## src/rtl/vpwm_pkg.sv

```systemverilog
package vpwm_pkg;
  localparam int CNT_W    = 16;
  localparam int CFG_ADDR = 0;
  localparam int WIDE_ADDR = 1;
  localparam int CH_BASE  = 2;
  localparam int B_ASEL   = 7;
  localparam int B_IEN    = 6;
  localparam int B_FLAG   = 5;

  typedef enum logic [1:0] {LEN8 = 2'd0, LEN9 = 2'd1, LEN10 = 2'd2, LEN11 = 2'd3} len_e;

  function automatic logic [CNT_W-1:0] len_mask(len_e l);
    return CNT_W'((32'd1 << (8 + int'(l))) - 32'd1);
  endfunction
endpackage

```

## src/rtl/vpwm_counter.sv

```systemverilog
module vpwm_counter
  import vpwm_pkg::*;
#(
  parameter int W = CNT_W
) (
  input  logic         clk,
  input  logic         rst_n,
  input  len_e         len_i,
  output logic [W-1:0] cnt_o,
  output logic         wrap_o
);
  logic [W-1:0] cnt_q, cnt_d, mask;

  assign mask   = W'(len_mask(len_i));
  assign wrap_o = (cnt_q & mask) == mask;
  assign cnt_d  = cnt_q + W'(1);
  assign cnt_o  = cnt_q;

  always_ff @(posedge clk or negedge rst_n) begin
    if (!rst_n) cnt_q <= '0;
    else        cnt_q <= cnt_d;
  end

  // After a period boundary, the low bits of the period restart at zero.
  assert_wrap_low_zero_R2: assert property (@(posedge clk) disable iff (!rst_n)
    wrap_o |=> ((cnt_q & $past(mask)) == '0));
endmodule

```

## src/rtl/vpwm_chan.sv

```systemverilog
module vpwm_chan
  import vpwm_pkg::*;
#(
  parameter int W  = CNT_W,
  parameter int DW = 8
) (
  input  logic          clk,
  input  logic          rst_n,
  input  logic          wide_i,
  input  len_e          len_i,
  input  logic          wrap_i,
  input  logic [W-1:0]  cnt_i,
  input  logic          asel_i,
  input  logic          wr_lo_i,
  input  logic          wr_hi_i,
  input  logic [DW-1:0] wdata_i,
  output logic [W-1:0]  cmp_o,
  output logic [W-1:0]  rld_o,
  output logic          pwm_o
);
  logic [W-1:0] cmp_q, cmp_d, rld_q, rld_d, cnt_m;
  logic         cmp_en, rld_en, reload_go, cmp_wr;

  assign reload_go = wrap_i && !wide_i && (len_i != LEN8);
  assign cmp_wr    = !asel_i && (wr_lo_i || wr_hi_i);
  assign cmp_en    = reload_go || cmp_wr;
  assign rld_en    = asel_i && (wr_lo_i || wr_hi_i);

  always_comb begin
    cmp_d = cmp_q;
    if (reload_go) begin
      cmp_d = rld_q;
    end else begin
      if (wr_lo_i) cmp_d[DW-1:0] = wdata_i;
      if (wr_hi_i) cmp_d[W-1:DW] = wdata_i;
    end
    rld_d = rld_q;
    if (wr_lo_i) rld_d[DW-1:0] = wdata_i;
    if (wr_hi_i) rld_d[W-1:DW] = wdata_i;
  end

  always_ff @(posedge clk or negedge rst_n) begin
    if (!rst_n) begin
      cmp_q <= '0;
      rld_q <= '0;
    end else begin
      if (cmp_en) cmp_q <= cmp_d;
      if (rld_en) rld_q <= rld_d;
    end
  end

  assign cnt_m = wide_i ? cnt_i : (cnt_i & W'(len_mask(len_i)));
  assign pwm_o = !(cnt_m < cmp_q);
  assign cmp_o = cmp_q;
  assign rld_o = rld_q;

  assert_reload_copy_R6: assert property (@(posedge clk) disable iff (!rst_n)
    reload_go |=> (cmp_q == $past(rld_q)));

  assert_no_shadow_use_R7: assert property (@(posedge clk) disable iff (!rst_n)
    (wrap_i && (wide_i || len_i == LEN8) && !cmp_wr) |=> $stable(cmp_q));
endmodule

```

## src/rtl/vpwm_core.sv

```systemverilog
module vpwm_core
  import vpwm_pkg::*;
#(
  parameter int NCH    = 4,
  parameter int ADDR_W = 4,
  parameter int DW     = 8
) (
  input  logic              clk,
  input  logic              rst_n,
  input  logic [ADDR_W-1:0] addr_i,
  input  logic [DW-1:0]     wdata_i,
  input  logic              wr_en_i,
  output logic [DW-1:0]     rdata_o,
  output logic [NCH-1:0]    pwm_o,
  output logic              irq_o
);
  localparam int W = 2 * DW;

  logic [1:0]     rs_q;
  logic           rs_n;
  logic           asel_q, ien_q, flag_q, flag_d;
  len_e           len_q;
  logic [NCH-1:0] wide_q;
  logic           cfg_wr, wide_wr, wrap;
  logic [W-1:0]   cnt;
  logic [W-1:0]   cmp_w [NCH];
  logic [W-1:0]   rld_w [NCH];

  always_ff @(posedge clk or negedge rst_n) begin
    if (!rst_n) rs_q <= 2'b00;
    else        rs_q <= {rs_q[0], 1'b1};
  end
  assign rs_n = rs_q[1];

  assign cfg_wr  = wr_en_i && (addr_i == ADDR_W'(CFG_ADDR));
  assign wide_wr = wr_en_i && (addr_i == ADDR_W'(WIDE_ADDR));

  always_comb begin
    if (wrap)        flag_d = 1'b1;
    else if (cfg_wr) flag_d = wdata_i[B_FLAG];
    else             flag_d = flag_q;
  end

  always_ff @(posedge clk or negedge rs_n) begin
    if (!rs_n) begin
      asel_q <= 1'b0;
      ien_q  <= 1'b0;
      len_q  <= LEN8;
      flag_q <= 1'b0;
      wide_q <= '0;
    end else begin
      flag_q <= flag_d;
      if (cfg_wr) begin
        asel_q <= wdata_i[B_ASEL];
        ien_q  <= wdata_i[B_IEN];
        len_q  <= len_e'(wdata_i[1:0]);
      end
      if (wide_wr) wide_q <= wdata_i[NCH-1:0];
    end
  end

  vpwm_counter #(.W(W)) u_cnt (
    .clk(clk), .rst_n(rs_n), .len_i(len_q), .cnt_o(cnt), .wrap_o(wrap)
  );

  for (genvar g = 0; g < NCH; g++) begin : g_ch
    logic wr_lo, wr_hi;
    assign wr_lo = wr_en_i && (addr_i == ADDR_W'(CH_BASE + 2 * g));
    assign wr_hi = wr_en_i && (addr_i == ADDR_W'(CH_BASE + 2 * g + 1));
    vpwm_chan #(.W(W), .DW(DW)) u_ch (
      .clk(clk), .rst_n(rs_n), .wide_i(wide_q[g]), .len_i(len_q),
      .wrap_i(wrap), .cnt_i(cnt), .asel_i(asel_q),
      .wr_lo_i(wr_lo), .wr_hi_i(wr_hi), .wdata_i(wdata_i),
      .cmp_o(cmp_w[g]), .rld_o(rld_w[g]), .pwm_o(pwm_o[g])
    );
  end

  always_comb begin
    rdata_o = '0;
    if (addr_i == ADDR_W'(CFG_ADDR))
      rdata_o = DW'({asel_q, ien_q, flag_q, 3'b000, len_q});
    else if (addr_i == ADDR_W'(WIDE_ADDR))
      rdata_o = DW'(wide_q);
    for (int i = 0; i < NCH; i++) begin
      if (addr_i == ADDR_W'(CH_BASE + 2 * i))
        rdata_o = asel_q ? rld_w[i][DW-1:0] : cmp_w[i][DW-1:0];
      if (addr_i == ADDR_W'(CH_BASE + 2 * i + 1))
        rdata_o = asel_q ? rld_w[i][W-1:DW] : cmp_w[i][W-1:DW];
    end
  end

  assign irq_o = flag_q & ien_q;

  assert_flag_sticky_R3: assert property (@(posedge clk) disable iff (!rs_n)
    (flag_q && !(cfg_wr && !wdata_i[B_FLAG])) |=> flag_q);

  assert_flag_rise_R2: assert property (@(posedge clk) disable iff (!rs_n)
    $rose(flag_q) |-> $past(wrap || (cfg_wr && wdata_i[B_FLAG])));

  assert_set_wins_R10: assert property (@(posedge clk) disable iff (!rs_n)
    (wrap && cfg_wr && !wdata_i[B_FLAG]) |=> flag_q);

  assert_irq_hold_R4: assert property (@(posedge clk) disable iff (!rs_n)
    (irq_o && !cfg_wr) |=> irq_o);
endmodule

```

## config.mk

```make
export PLATFORM = sky130hd
export DESIGN_NAME = vpwm_core
export DESIGN_NICKNAME = d
export VERILOG_FILES = /design/src/rtl/vpwm_pkg.sv /design/src/rtl/vpwm_counter.sv /design/src/rtl/vpwm_chan.sv /design/src/rtl/vpwm_core.sv
export SDC_FILE = /design/constraint.sdc
export NUM_CORES = 1
export LEC_CHECK = 0
export ABC_AREA = 1
export ABC_CLOCK_PERIOD_IN_PS = 7900
export BUFFER_PORTS_ARGS = -buffer_cell sky130_fd_sc_hd__buf_2
export CELL_PAD_IN_SITES_DETAIL_PLACEMENT = 2
export CELL_PAD_IN_SITES_GLOBAL_PLACEMENT = 2
export CORE_MARGIN = 4
export CORE_UTILIZATION = 40
export CTS_BUF_LIST = sky130_fd_sc_hd__clkbuf_16
export DETAILED_ROUTE_END_ITERATION = 8
export PLACE_DENSITY_LB_ADDON = 0.12
export SLEW_MARGIN = 15
export SYNTH_ARGS = -nofsm -noshare
export SYNTH_HDL_FRONTEND = slang
export SYNTH_SLANG_ARGS = --single-unit
export TNS_END_PERCENT = 5
```

## constraint.sdc

```tcl
create_clock -name clk -period 7.9 [get_ports clk]
set_clock_uncertainty 0.1 [all_clocks]
set_input_delay 0.79 -clock clk [delete_from_list [all_inputs] [get_ports clk]]
set_output_delay 0.79 -clock clk [all_outputs]
set_load 0.01 [all_outputs]
```

After elaboration in Yosys (flattened, before gate mapping)
Index checks and enable logic that the tools add are counted.
{"block": "totals", "ff_bits": 155, "out_inout_bits": 13}
{"block": "op_classes", "n_eq_ne": 10, "reduce_logical": 70, "mux": 36, "n_addsub": 3, "bitwise": 2, "shift": 1, "n_lt_le_gt_ge": 4}
{"operator": "$mux 8", "n": 25}
{"operator": "$mux 16", "n": 8}
{"operator": "$lt 16x16->1", "n": 4}
{"operator": "$reduce_and 2->1", "n": 16}
{"operator": "$shl 1x32->16 const A", "n": 1}
{"operator": "$logic_and 1x1->1", "n": 26}
{"operator": "$reduce_bool 2->1", "n": 10}
{"operator": "$add 16x1->16 const B", "n": 1}
{"operator": "$and 16x16->16", "n": 1}
{"operator": "$eq 16x16->1", "n": 1}
{"operator": "$eq 4x3->1 const B", "n": 4}
{"operator": "$sub 16x1->16 const B", "n": 1}
{"operator": "$logic_not 1->1", "n": 9}
{"operator": "$eq 4x2->1 const B", "n": 2}
{"operator": "$eq 4x4->1 const B", "n": 2}
{"operator": "$logic_or 1x1->1", "n": 8}
{"operator": "$add 4x2->5 const A", "n": 1}
{"operator": "$eq 4x1->1 const B", "n": 1}
{"operator": "$logic_not 4->1", "n": 1}
{"operator": "$mux 4", "n": 1}
{"operator": "$mux 1", "n": 2}
{"operator": "$and 1x1->1", "n": 1}

Longest topological paths before layout
Gate-level depths: netlist of the first run.
{"block": "logic_depth", "ltp_word": 11, "mapped_depth": 11, "ltp_nobuf": 10}

Modules after synthesis
Synthesis of the first run repeated with hierarchy kept, for this count alone.
{"block": "unflattened", "cells_unflattened": 1346, "area_unflattened_um2": 9859.5}
{"mod": "vpwm_chan", "cells_each": 225, "area_each_um2": 1803.0, "n_inst": 4}
{"mod": "vpwm_core", "cells_each": 338, "area_each_um2": 1791.7, "n_inst": 1}
{"mod": "vpwm_counter", "cells_each": 108, "area_each_um2": 855.8, "n_inst": 1}

Worst setup path before layout of the first run
No wires, ideal clock.
{"block": "synth_timing", "kind": "flip-flop to output port", "from": "register wide_q[1]", "to": "output port pwm_o[1]", "required_ps": 7010, "path_slack_ps": 4973, "path_stages_with_launch": 12, "t_arrival_ps": 2037, "path_cell_list": "dfrtp_1 clkbuf_1 inv_1 clkbuf_1 buf_1 a21oi_1 ha_1 a21oi_1 o31ai_1 a21oi_1 nand2_1 buf_4"}
{"block": "synth_between", "elab_chain_len": 3}
{"element": "start, declared", "line": "vpwm_core.sv:23", "source": "logic [NCH-1:0] wide_q;"}
{"element": "start signal, assigned", "line": "vpwm_core.sv:58", "source": "if (wide_wr) wide_q <= wdata_i[NCH-1:0];"}
{"element": "$mux 16", "line": "vpwm_chan.sv:52", "source": "assign cnt_m = wide_i ? cnt_i : (cnt_i & W'(len_mask(len_i)));"}
{"element": "$lt 16x16->1", "line": "vpwm_chan.sv:53", "source": "assign pwm_o = !(cnt_m < cmp_q);"}
{"element": "$logic_not 1->1", "line": "vpwm_chan.sv:53"}
{"element": "end, declared", "line": "vpwm_core.sv:14", "source": "output logic [NCH-1:0] pwm_o,"}
Every way passes these cells.

Worst setup path in the final report of the first run
{"block": "layout_timing", "from": "register len_q[1]", "to": "output port pwm_o[0]"}
{"block": "layout_between", "elab_chain_len": 7}
{"element": "start, declared", "line": "vpwm_core.sv:22", "source": "len_e len_q;"}
{"element": "start signal, assigned", "line": "vpwm_core.sv:56", "source": "len_q <= len_e'(wdata_i[1:0]);"}
{"element": "$add 4x2->5", "line": "vpwm_pkg.sv:13", "source": "return CNT_W'((32'd1 << (8 + int'(l))) - 32'd1);"}
{"element": "$shl 1x32->16", "line": "vpwm_pkg.sv:13"}
{"element": "$sub 16x1->16", "line": "vpwm_pkg.sv:13"}
{"element": "$and 16x16->16", "line": "vpwm_chan.sv:52"}
{"element": "$mux 16", "line": "vpwm_chan.sv:52"}
{"element": "$lt 16x16->1", "line": "vpwm_chan.sv:53"}
{"element": "$logic_not 1->1", "line": "vpwm_chan.sv:53"}
Every way passes these cells.

==> results_dict.tcl, run 1 <==
set metrics [dict create \
    syn-instance-count 1296 \
    track_usage_pct 32.7 \
    drv_slew 0 \
    io_buffers 27 \
    gp_congestion 0.972 \
    path_buf_inv 3 \
    die_area_um2 26700 \
    cts_tree "built" \
    syn_to_final_growth_pct 8.46 \
    final_core_util_pct 44.3 \
    grt_pass1_wl_mm 65.2 \
    syn_nets 1373 \
    worstSetupStartpointType "register" \
    cpMostUsedCell "nand2_1" \
    avgSynthCellArea_um2 7.45 \
    cts_inserted_buffers 17 \
    cts_resized 0 \
    relSlewSlack_pct 27.3 \
    irDropWorstVdd_mv 0.111 \
    power.density_nw_per_um2 240 \
    cp_max_fo 6 \
    comb_power_share_pct 25.7 \
    cts_hold_buf 0 \
    ys_warn_count 0 \
    status "complete, no violations" \
    critPathRequiredTime_ns 7.01 \
    cts_root_buf "clkbuf_16" \
    antenna_found_initial 2 \
    htree_num_levels 4 \
    synth_top_cell_by_area "dfrtp_1" \
    drv_cap 0 \
    grt_overflow 0 \
    crit_chain "inv_2 -> nand2_2 -> inv_1 -> a21oi_1 -> ha_1 -> nand2_1 -> nor3_1 -> nand3_1 -> nand2_1 -> buf_2" \
    ys_seq_elements 155 \
    fillerInstances 2801 \
    ys.flop_type "dfrtp_1" \
    synth_top_area_share_pct 40.2 \
    clockBufferDepth 2 \
    routed_via_density 6.01 \
    timing.final.crit_share_pct 46.5 \
    finalNetCount 1357 \
    cts_sinks 155 \
    report.final.setup_viol 0 \
    cp_top_family "buffers and inverters" \
    synth-async-reset-ratio_pct 100 \
    finalCriticalPeriod_ns 3.67 \
    synth_top_cells_by_count "nand3_1 (283), nand2_1 (272), dfrtp_1 (155)" \
    clk_latency_ns 0.44 \
    setup_tns_ns 0 \
    coreArea_um2 23600 \
    cp-end-kind "primary output" \
    rsz0062_at_grt "no" \
    drt_wl_total_mm 42.1 \
    drtAntennaViolNets 0 \
    synth_edf_count 0 \
    netlist_area_um2 9650 \
    worstPathArrival_ns 2.78 \
    grt_pass1_vias 10400 \
    hold_viol 0 \
    die_w_um 163 \
    max_freq_ghz 0.272 \
    die_y_um 163 \
    initial_core_util_pct 40.9 \
    post-dp-hpwl_mm 28.6 \
    p_switching_uw 978 \
    internal-power_uw 1530 \
    p_leak_uw 0.00530 \
    post-synth-top-count-cell "nand3_1" \
    cts_setup_buffers 0 \
    tightest_slew_ns 1.09 \
    ioPinCount 28 \
    grt_start_max_net_pins 85 \
    swShare_pct 38.9 \
    pwr-share-seq_pct 42.4 \
    rows 56 \
    synth_top_cells_by_area "dfrtp_1 (40%), nand3_1 (15%), nand2_1 (11%)" \
    max_stage_delay_ns 0.46 \
    drc_errors 0 \
    power.share.clock_pct 31.8 \
    drtIter0Drc 733 \
    clkSlewWorstSetupHoldPaths_ns 0.07 \
    crit_type "register to primary output" \
    wl_per_cell_um 26.1 \
    hold_path.class "input pin to async pin" \
    synth_cell_types 31 \
    vias 9695 \
    drive_above_1_share_pct 6.42 \
    cp_slowest_cell "dfrtp_1" \
    yosysSeqAreaShare_pct 40.2 \
    drtPass1Iterations 5 \
]
## kinds of logic after synthesis
group                      share of synthesized area (%)
DFF                                                 40.2
buffers and inverters                               9.32
other                                             0.0388
and+or+nand+nor                                     30.0
adders and majority gates                           8.04
AOI/OAI and AO/OA                                   11.2
xor gates and xnor gates                            1.27
## layout make-up
| cell class | count | area, um2 | share of cell area (%) |
|---|---|---|---|
| Clock buffer | 17 | 425 | 4.06 |
| Multi-Input combinational cell | 918 | 4870 | 46.6 |
| Antenna cell | 1 | 2.50 | 0.0239 |
| Clock inverter | 15 | 119 | 1.14 |
| Timing Repair Buffer | 34 | 188 | 1.79 |
| Inverter | 154 | 578 | 5.52 |
| Tap cell | 319 | 399 | 3.81 |
| Sequential cell | 155 | 3880 | 37.1 |
## path summary, 6_finish.rpt
kind                       cells past startpoint     start  slack, ns                     to
setup / recovery                              10  len_q[1]       4.23               pwm_o[0]
hold / removal                                 1     rst_n       0.02                rs_q[0]
setup reg to reg                               9  len_q[1]       4.69  g_ch[2].u_ch.cmp_o[1]
hold reg to reg                                0   rs_q[1]       0.21  g_ch[0].u_ch.rld_o[4]
max in group asynchronous                      1   rs_q[1]       6.07                 asel_q
min in group clk                               0   rs_q[0]       0.26                rs_q[1]
## power by group through the flow
stage | logic (uW) | clock network, uW | registers [uW]
floorplan | 417 | 0 | 1030
global placement | 593 | 0 | 1070
global route | 724 | 846 | 1080
detailed placement | 626 | 0 | 1080
finish | 646 | 800 | 1060
CTS | 642 | 805 | 1060
## metal layers
metal | part of all wire [%] | wire (um) | GRT usage [%] | vias to the layer above
li1 | - | - | - | 4304
met1 | 44 | 18500 | 44.9 | 5020
met2 | 47 | 19600 | 52.9 | 295
met3 | 5.9 | 2500 | 5.83 | 74
met4 | 3.4 | 1410 | 10.3 | 2
met5 | 0.017 | 7 | 0 | -
## stage by stage
stage,total power (uW),instances,hold WS [ns],setup WS (ns),instance area (um2)
finish,2510,1613,0.0151,4.23,10500
global placement,1660,1580,0.227,4.56,9920
global route,2650,1613,0.000575,4.09,10500
floorplan,1450,1296,0.231,3.16,9650
CTS,2510,1612,0.00674,4.26,10500
detailed placement,1700,1580,0.222,4.53,9920
## cell usage in the layout, fill, tap and decap left out
cell | synthesis | final
buf_2 | 2 | 27
o31ai_1 | 4 | 4
a211oi_1 | 2 | 2
inv_6 | 0 | 2
clkinv_1 | 1 | 4
clkinvlp_4 | 0 | 2
dfrtp_2 | 0 | 1
nand2_1 | 272 | 272
clkbuf_16 | 0 | 17
ha_1 | 62 | 62
nor2_1 | 41 | 41
dfrtp_4 | 0 | 1
a21oi_1 | 51 | 51
diode_2 | 0 | 1
nor3_2 | 1 | 1
nand2_2 | 3 | 3
dfrtp_1 | 155 | 153
nor2_4 | 4 | 4
inv_2 | 6 | 6
buf_4 | 4 | 7
o211ai_1 | 22 | 22
nor2_8 | 1 | 1
inv_8 | 0 | 2
nand4_1 | 17 | 17
xnor2_1 | 2 | 2
clkinv_4 | 0 | 6
nor3_1 | 11 | 11
o22ai_1 | 1 | 1
inv_1 | 147 | 147
nor2_2 | 3 | 3
o21ai_0 | 120 | 120
xor2_1 | 12 | 12
nand3_1 | 283 | 283
conb_1 | 1 | 1
o21ai_1 | 1 | 1
nand3b_1 | 4 | 4
## state kept, by name, summed over array words and instances (netlist names)
name             count
flag_q               1
wide_q               4
g_ch.u_ch.rld_o     64
u_cnt.cnt_o         16
g_ch.u_ch.cmp_o     64
ien_q                1
rs_q                 2
len_q                2
asel_q               1
No activity file was read; power rests on OpenSTA's default activity.
==> run 2: changes to the inputs <==
--- a/config.mk
+++ b/config.mk
@@ -5,13 +5,13 @@
 export SDC_FILE = /design/constraint.sdc
 export NUM_CORES = 1
 export LEC_CHECK = 0
-export ABC_AREA = 1
-export ABC_CLOCK_PERIOD_IN_PS = 7900
+export ABC_AREA = 0
+export ABC_CLOCK_PERIOD_IN_PS = 3300
 export BUFFER_PORTS_ARGS = -buffer_cell sky130_fd_sc_hd__buf_2
 export CELL_PAD_IN_SITES_DETAIL_PLACEMENT = 2
 export CELL_PAD_IN_SITES_GLOBAL_PLACEMENT = 2
 export CORE_MARGIN = 4
-export CORE_UTILIZATION = 40
+export CORE_UTILIZATION = 39
 export CTS_BUF_LIST = sky130_fd_sc_hd__clkbuf_16
 export DETAILED_ROUTE_END_ITERATION = 8
 export PLACE_DENSITY_LB_ADDON = 0.12
==> constraint.sdc (replaced) <==
create_clock -name clk -period 3.3 [get_ports clk]
set_clock_uncertainty 0.1 [all_clocks]
set_input_delay 0.33 -clock clk [delete_from_list [all_inputs] [get_ports clk]]
set_output_delay 0.33 -clock clk [all_outputs]
set_load 0.01 [all_outputs]
==> results_dict.tcl, run 2 <==
set metrics [dict create \
    synth_cell_types 60 \
    finalNetCount 979 \
    place_ws_ns 0.154 \
    syn-instance-count 874 \
    synth_compound_area_share_pct 8.68 \
    clockBufferDepth 2 \
    die_w_um 167 \
    irDropWorstVdd_mv 0.257 \
    worstReg2RegEnd "g_ch[0].u_ch.cmp_o[15]" \
    rows 57 \
    setup_ws_ns 0.0362 \
    synth_fa_ha_area_share_pct 7.88 \
    synth-async-reset-ratio_pct 100 \
    grt_start_max_net_pins 93 \
    layout_commonest_cell "mux2_2" \
    yosysSeqAreaShare_pct 39.4 \
    cp-startpoint "asel_q" \
    cts_tree "built" \
    die_y_um 167 \
    synth_top_cells_by_count "mux2_2 (184), dfrtp_1 (155), inv_1 (68)" \
    rr_worst_depth 8 \
    syn_nets 951 \
    worstPathArrival_ns 2.83 \
    track_usage_pct 24.8 \
    drt_wl_total_mm 33.8 \
    ys.flop_type "dfrtp_1" \
    synth_top_cells_by_area "dfrtp_1 (39%), mux2_2 (21%), ha_1 (7.9%)" \
    cts_inserted_buffers 17 \
    finalCriticalPeriod_ns 3.26 \
    gp_congestion 0.859 \
    crit_type "register to primary output" \
    grt_pass1_wl_mm 52.0 \
    antenna_found_initial 0 \
    rsz0062_at_grt "no" \
    hold_path.class "input pin to async pin" \
    cp_max_fo 21 \
    p_leak_uw 0.00520 \
    syn_to_final_growth_pct 11.4 \
    coreArea_um2 24600 \
    clkSlewWorstSetupHoldPaths_ns 0.07 \
    routed_via_density 5.71 \
    post-dp-hpwl_mm 24.1 \
    post-synth-top-count-cell "mux2_2" \
    timing.final.crit_share_pct 98.9 \
    synth_top_family_by_area "multiplexers" \
    synth-simple-area-share_pct 8.83 \
    avgSynthCellArea_um2 11.3 \
    reg2reg_from "len_q[1]" \
    synth_top_area_share_pct 39.4 \
    power.density_nw_per_um2 576 \
    initial_core_util_pct 40.0 \
    io_buffers 27 \
    htree_num_levels 4 \
    netlist_area_um2 9850 \
    drv_slew 0 \
    drv_cap 0 \
    wl_per_cell_um 27.3 \
    r2r_slack_ns 0.39 \
    max_freq_ghz 0.306 \
    grt_pass1_vias 8161 \
    ys_seq_elements 155 \
    muxShareOfSynthArea_pct 28.5 \
    ys_warn_count 0 \
    vias 7074 \
    cp-endpoint "rdata_o[4]" \
    diodes 0 \
    layout_common_cells "mux2_2 (184), dfrtp_1 (152), inv_1 (70), ha_1 (62), mux2i_1 (37)" \
    relSlewSlack_pct 60.4 \
    worstSetupStartpointType "register" \
    critPathRequiredTime_ns 2.87 \
    setup_tns_ns 0 \
    drc_errors 0 \
    synth_top_cell_by_area "dfrtp_1" \
    hold_viol 0 \
    drtAntennaViolNets 0 \
    die_area_um2 27900 \
    report.final.setup_viol 0 \
    drive_above_1_share_pct 32.8 \
    cts_sinks 155 \
    cts_root_buf "clkbuf_16" \
    grt_overflow 0 \
    clk_latency_ns 0.44 \
    tightest_slew_ns 0.588 \
    ioPinCount 28 \
    status "complete, no violations" \
    synth_edf_count 0 \
    cp-end-kind "primary output" \
    drtPass1Iterations 5 \
    drtIter0Drc 351 \
    synth-xor-area-share_pct 1.25 \
]
-- run 2: cell types whose count changed after synthesis, sizes merged, moves of 37 or more --
cell | previous run | this run
nand3 | 283 | 21
nand2 | 275 | 27
inv | 153 | 68
o21ai | 121 | 26
mux2 | 0 | 200
mux2i | 0 | 37
-- run 2: metal layers --
layer	track usage, %	vias up	part of all wire (%)
li1	-	3199	-
met1	32.5	3730	43
met2	42.1	104	50
met3	4.15	41	4.1
met4	7.86	0	2.4
met5	0	-	0
-- run 2: final cells by class --
| type | count | area (um2) |
|---|---|---|
| clock inverters | 14 | 134 |
| fillers | 2532 | 13600 |
| clock buffers | 17 | 425 |
| well taps | 324 | 405 |
| repair buffers | 60 | 423 |
| multi-input cells | 600 | 5450 |
| flip-flops and latches | 155 | 3890 |
| inverters | 68 | 255 |
-- run 2: worst max-delay path, cell delays in order (launching register included) --
cell and delay (ns):
dfrtp_4 0.71, mux2i_1 0.39, o22a_1 0.18, o221ai_1 0.19, nor4_1 0.52, o22ai_1 0.19
buf_2 0.18
-- run 2: stage by stage --
| stage | std cells | cell area (um2) | hold WS (ns) | util, % | power (uW) |
|---|---|---|---|---|---|
| 6_report | 1238 | 11000 | 0.0955 | 44.6 | 6320 |
| 5_1_grt | 1238 | 11000 | 0.0994 | 44.6 | 6680 |
| 4_1_cts | 1237 | 10900 | 0.0907 | 44.5 | 6370 |
| 3_5_place_dp | 1204 | 10400 | 0.0160 | 42.1 | 4370 |
| 3_3_place_gp | 1204 | 10400 | 0.0144 | 42.1 | 4230 |
| 2_1_floorplan | 874 | 9850 | -0.0656 | - | 3720 |
-- run 2: power breakdown --
| group | internal [uW] | switching, uW |
|---|---|---|
| sequential | 2270 | 401 |
| clock | 1100 | 830 |
| combinational | 836 | 878 |
| total | 4210 | 2110 |
-- run 2: cell families (layout without fill, tap and decap cells) --
logic type / after synthesis / count (layout)
multiplexers: 244 / 244
buffers and inverters: 119 / 159
AO/OA/AOI/OAI: 128 / 128
adder cells (fa/ha/maj): 62 / 62
AND/OR/NAND/NOR: 151 / 151
flip-flops: 155 / 155
other: 1 / 1
XOR/XNOR: 14 / 14
-- run 2: how the worst min path moves through the flow --
stage	from	end	slack, ns	cells after the start
3_3_place_gp	rst_n	rs_q[0]	0.01	1
2_1_floorplan	rst_n	rs_q[0]	-0.07	0
5_1_grt	rst_n	rs_q[1]	0.1	2
4_1_cts	rst_n	rs_q[1]	0.09	2
6_report	rst_n	rs_q[0]	0.1	2
3_5_place_dp	rst_n	rs_q[0]	0.02	1
-- run 2: repair_timing --
action,in CTS,in global routing
pin swaps,0,1
hold buffers,1,0
endpoints found under the setup margin,2,63
resized for setup,0,3
hold endpoints to repair,2,0
buffers inserted,1,1
==> run 3: changes to the inputs <==
--- a/config.mk
+++ b/config.mk
@@ -6,14 +6,15 @@
 export NUM_CORES = 1
 export LEC_CHECK = 0
 export ABC_AREA = 0
-export ABC_CLOCK_PERIOD_IN_PS = 3300
+export ABC_CLOCK_PERIOD_IN_PS = 3400
 export BUFFER_PORTS_ARGS = -buffer_cell sky130_fd_sc_hd__buf_2
 export CELL_PAD_IN_SITES_DETAIL_PLACEMENT = 2
 export CELL_PAD_IN_SITES_GLOBAL_PLACEMENT = 2
 export CORE_MARGIN = 4
-export CORE_UTILIZATION = 39
+export CORE_UTILIZATION = 43
 export CTS_BUF_LIST = sky130_fd_sc_hd__clkbuf_16
 export DETAILED_ROUTE_END_ITERATION = 8
+export MAX_ROUTING_LAYER = met4
 export PLACE_DENSITY_LB_ADDON = 0.12
 export SLEW_MARGIN = 15
 export SYNTH_ARGS = -nofsm -noshare
==> constraint.sdc (replaced) <==
create_clock -name clk -period 3.4 [get_ports clk]
set_clock_uncertainty 0.1 [all_clocks]
set_input_delay 0.34 -clock clk [delete_from_list [all_inputs] [get_ports clk]]
set_output_delay 0.34 -clock clk [all_outputs]
set_load 0.01 [all_outputs]
==> results_dict.tcl, run 3 (same netlist as run 2, synthesis figures left out) <==
set metrics [dict create \
    power.share.clock_pct 31.1 \
    pwr-share-seq_pct 41.8 \
    initial_core_util_pct 43.6 \
    setup_ws_ns 0.171 \
    comb_power_share_pct 27.0 \
    layout_common_cells "mux2_2 (184), dfrtp_1 (153), inv_1 (69), ha_1 (62), mux2i_1 (37)" \
    critPathRequiredTime_ns 2.96 \
    irDropWorstVdd_mv 0.261 \
    grt_pass1_wl_mm 51.6 \
    swShare_pct 34.6 \
    die_area_um2 25400 \
    syn_to_final_growth_pct 10.4 \
    io_buffers 27 \
    worstSetupStartpointType "register" \
    worstPathArrival_ns 2.79 \
    drive_above_1_share_pct 32.5 \
    die_y_um 159 \
    p_switching_uw 2140 \
    track_usage_pct 27.7 \
    finalCriticalPeriod_ns 3.23 \
    hold_path.class "input pin to async pin" \
    drc_errors 0 \
    drtPass1Iterations 5 \
    htree_num_levels 4 \
    ioPinCount 28 \
    layout_commonest_cell "mux2_2" \
    cts_sinks 155 \
    power.density_nw_per_um2 570 \
    cts_root_buf "clkbuf_16" \
    drt_wl_total_mm 33.8 \
    timing.final.crit_share_pct 95.0 \
    cp_max_fo 21 \
    post-dp-hpwl_mm 23.5 \
    cp-startpoint "asel_q" \
    place_ws_ns 0.181 \
    crit_type "register to primary output" \
    clockBufferDepth 2 \
    grt_pass1_vias 8149 \
    rows 55 \
    cts_tree "built" \
    p_total_uw 6190 \
    drv_cap 0 \
    drtIter0Drc 408 \
    coreArea_um2 22600 \
    internal-power_uw 4050 \
    wl_per_cell_um 28.3 \
    drv_slew 0 \
    gp_congestion 0.970 \
    antenna_found_initial 2 \
    rsz0062_at_grt "no" \
    die_w_um 159 \
    status "complete, no violations" \
    clk_latency_ns 0.44 \
    grt_overflow 0 \
    tightest_slew_ns 0.772 \
    clkSlewWorstSetupHoldPaths_ns 0.07 \
    vias 7194 \
    relSlewSlack_pct 48.3 \
    finalNetCount 972 \
    max_freq_ghz 0.310 \
    drtAntennaViolNets 0 \
    report.final.setup_viol 0 \
    cp-end-kind "primary output" \
    reg2reg_from "len_q[1]" \
    grt_start_max_net_pins 93 \
    cts_inserted_buffers 17 \
    routed_via_density 6.03 \
    p_leak_uw 0.00517 \
    hold_viol 0 \
    diodes 0 \
    setup_tns_ns 0 \
]
==> run 3: stage by stage <==
step / hold slack, ns / utilization [%] / area (um2) / std cells
finish: 0.105 / 48.2 / 10900 / 1193
global route: 0.123 / 48.2 / 10900 / 1193
CTS: 0.105 / 48.1 / 10900 / 1192
detailed placement: 0.0259 / 45.5 / 10300 / 1159
global placement: 0.0252 / 45.5 / 10300 / 1159
floorplan: -0.0556 / - / 9850 / 874
==> run 3: area by class of cell <==
class | instances | area, um2
Multi-Input combinational cell | 600 | 5440
Fill cell | 2292 | 11700
Clock inverter | 15 | 154
Clock buffer | 17 | 425
Inverter | 68 | 255
Timing Repair Buffer | 53 | 358
Sequential cell | 155 | 3890
Tap cell | 285 | 357
==> run 3: final timing paths <==
| check | end | slack (ns) | depth (start not counted) |
|---|---|---|---|
| min in group clk | rs_q[1] | 0.26 | 0 |
| min | rs_q[0] | 0.10 | 2 |
| min reg2reg | g_ch[1].u_ch.cmp_o[1] | 0.21 | 0 |
| max | rdata_o[4] | 0.17 | 6 |
| max reg2reg | g_ch[3].u_ch.cmp_o[4] | 0.21 | 8 |
| max in group asynchronous | u_cnt.cnt_o[3] | 2.03 | 1 |
==> run 3: power groups by stage <==
stage	sequential, uW	clock, uW	combinational, uW
2_1_floorplan	2440	0	1180
3_3_place_gp	2600	0	1490
3_5_place_dp	2640	0	1590
4_1_cts	2610	1960	1640
5_1_grt	2650	2060	1810
6_report	2590	1930	1670
==> run 3: routing by layer <==
layer  track usage (%)  vias to the layer above  routed length (um)
met1              36.1                     3783               15300
li1                  -                     3196                   -
met2              44.0                      150               16100
met5                 -                        -                   0
met4              10.3                        0                1130
met3              4.14                       65                1270
==> run 3: what timing repair did <==
item,4_1_cts,5_1_grt
gates resized for setup,0,2
buffers inserted,0,1
endpoints found under the setup margin,0,4
endpoints found under the hold margin,2,0
hold buffers,1,0
==> run 3: worst max-delay path, stage by stage (launching register included) <==
cell and delay [ns]:
dfrtp_4 0.73, mux2i_1 0.37, o22a_1 0.18, o221ai_1 0.22, nor4_1 0.51, o22ai_1 0.16, buf_2 0.17
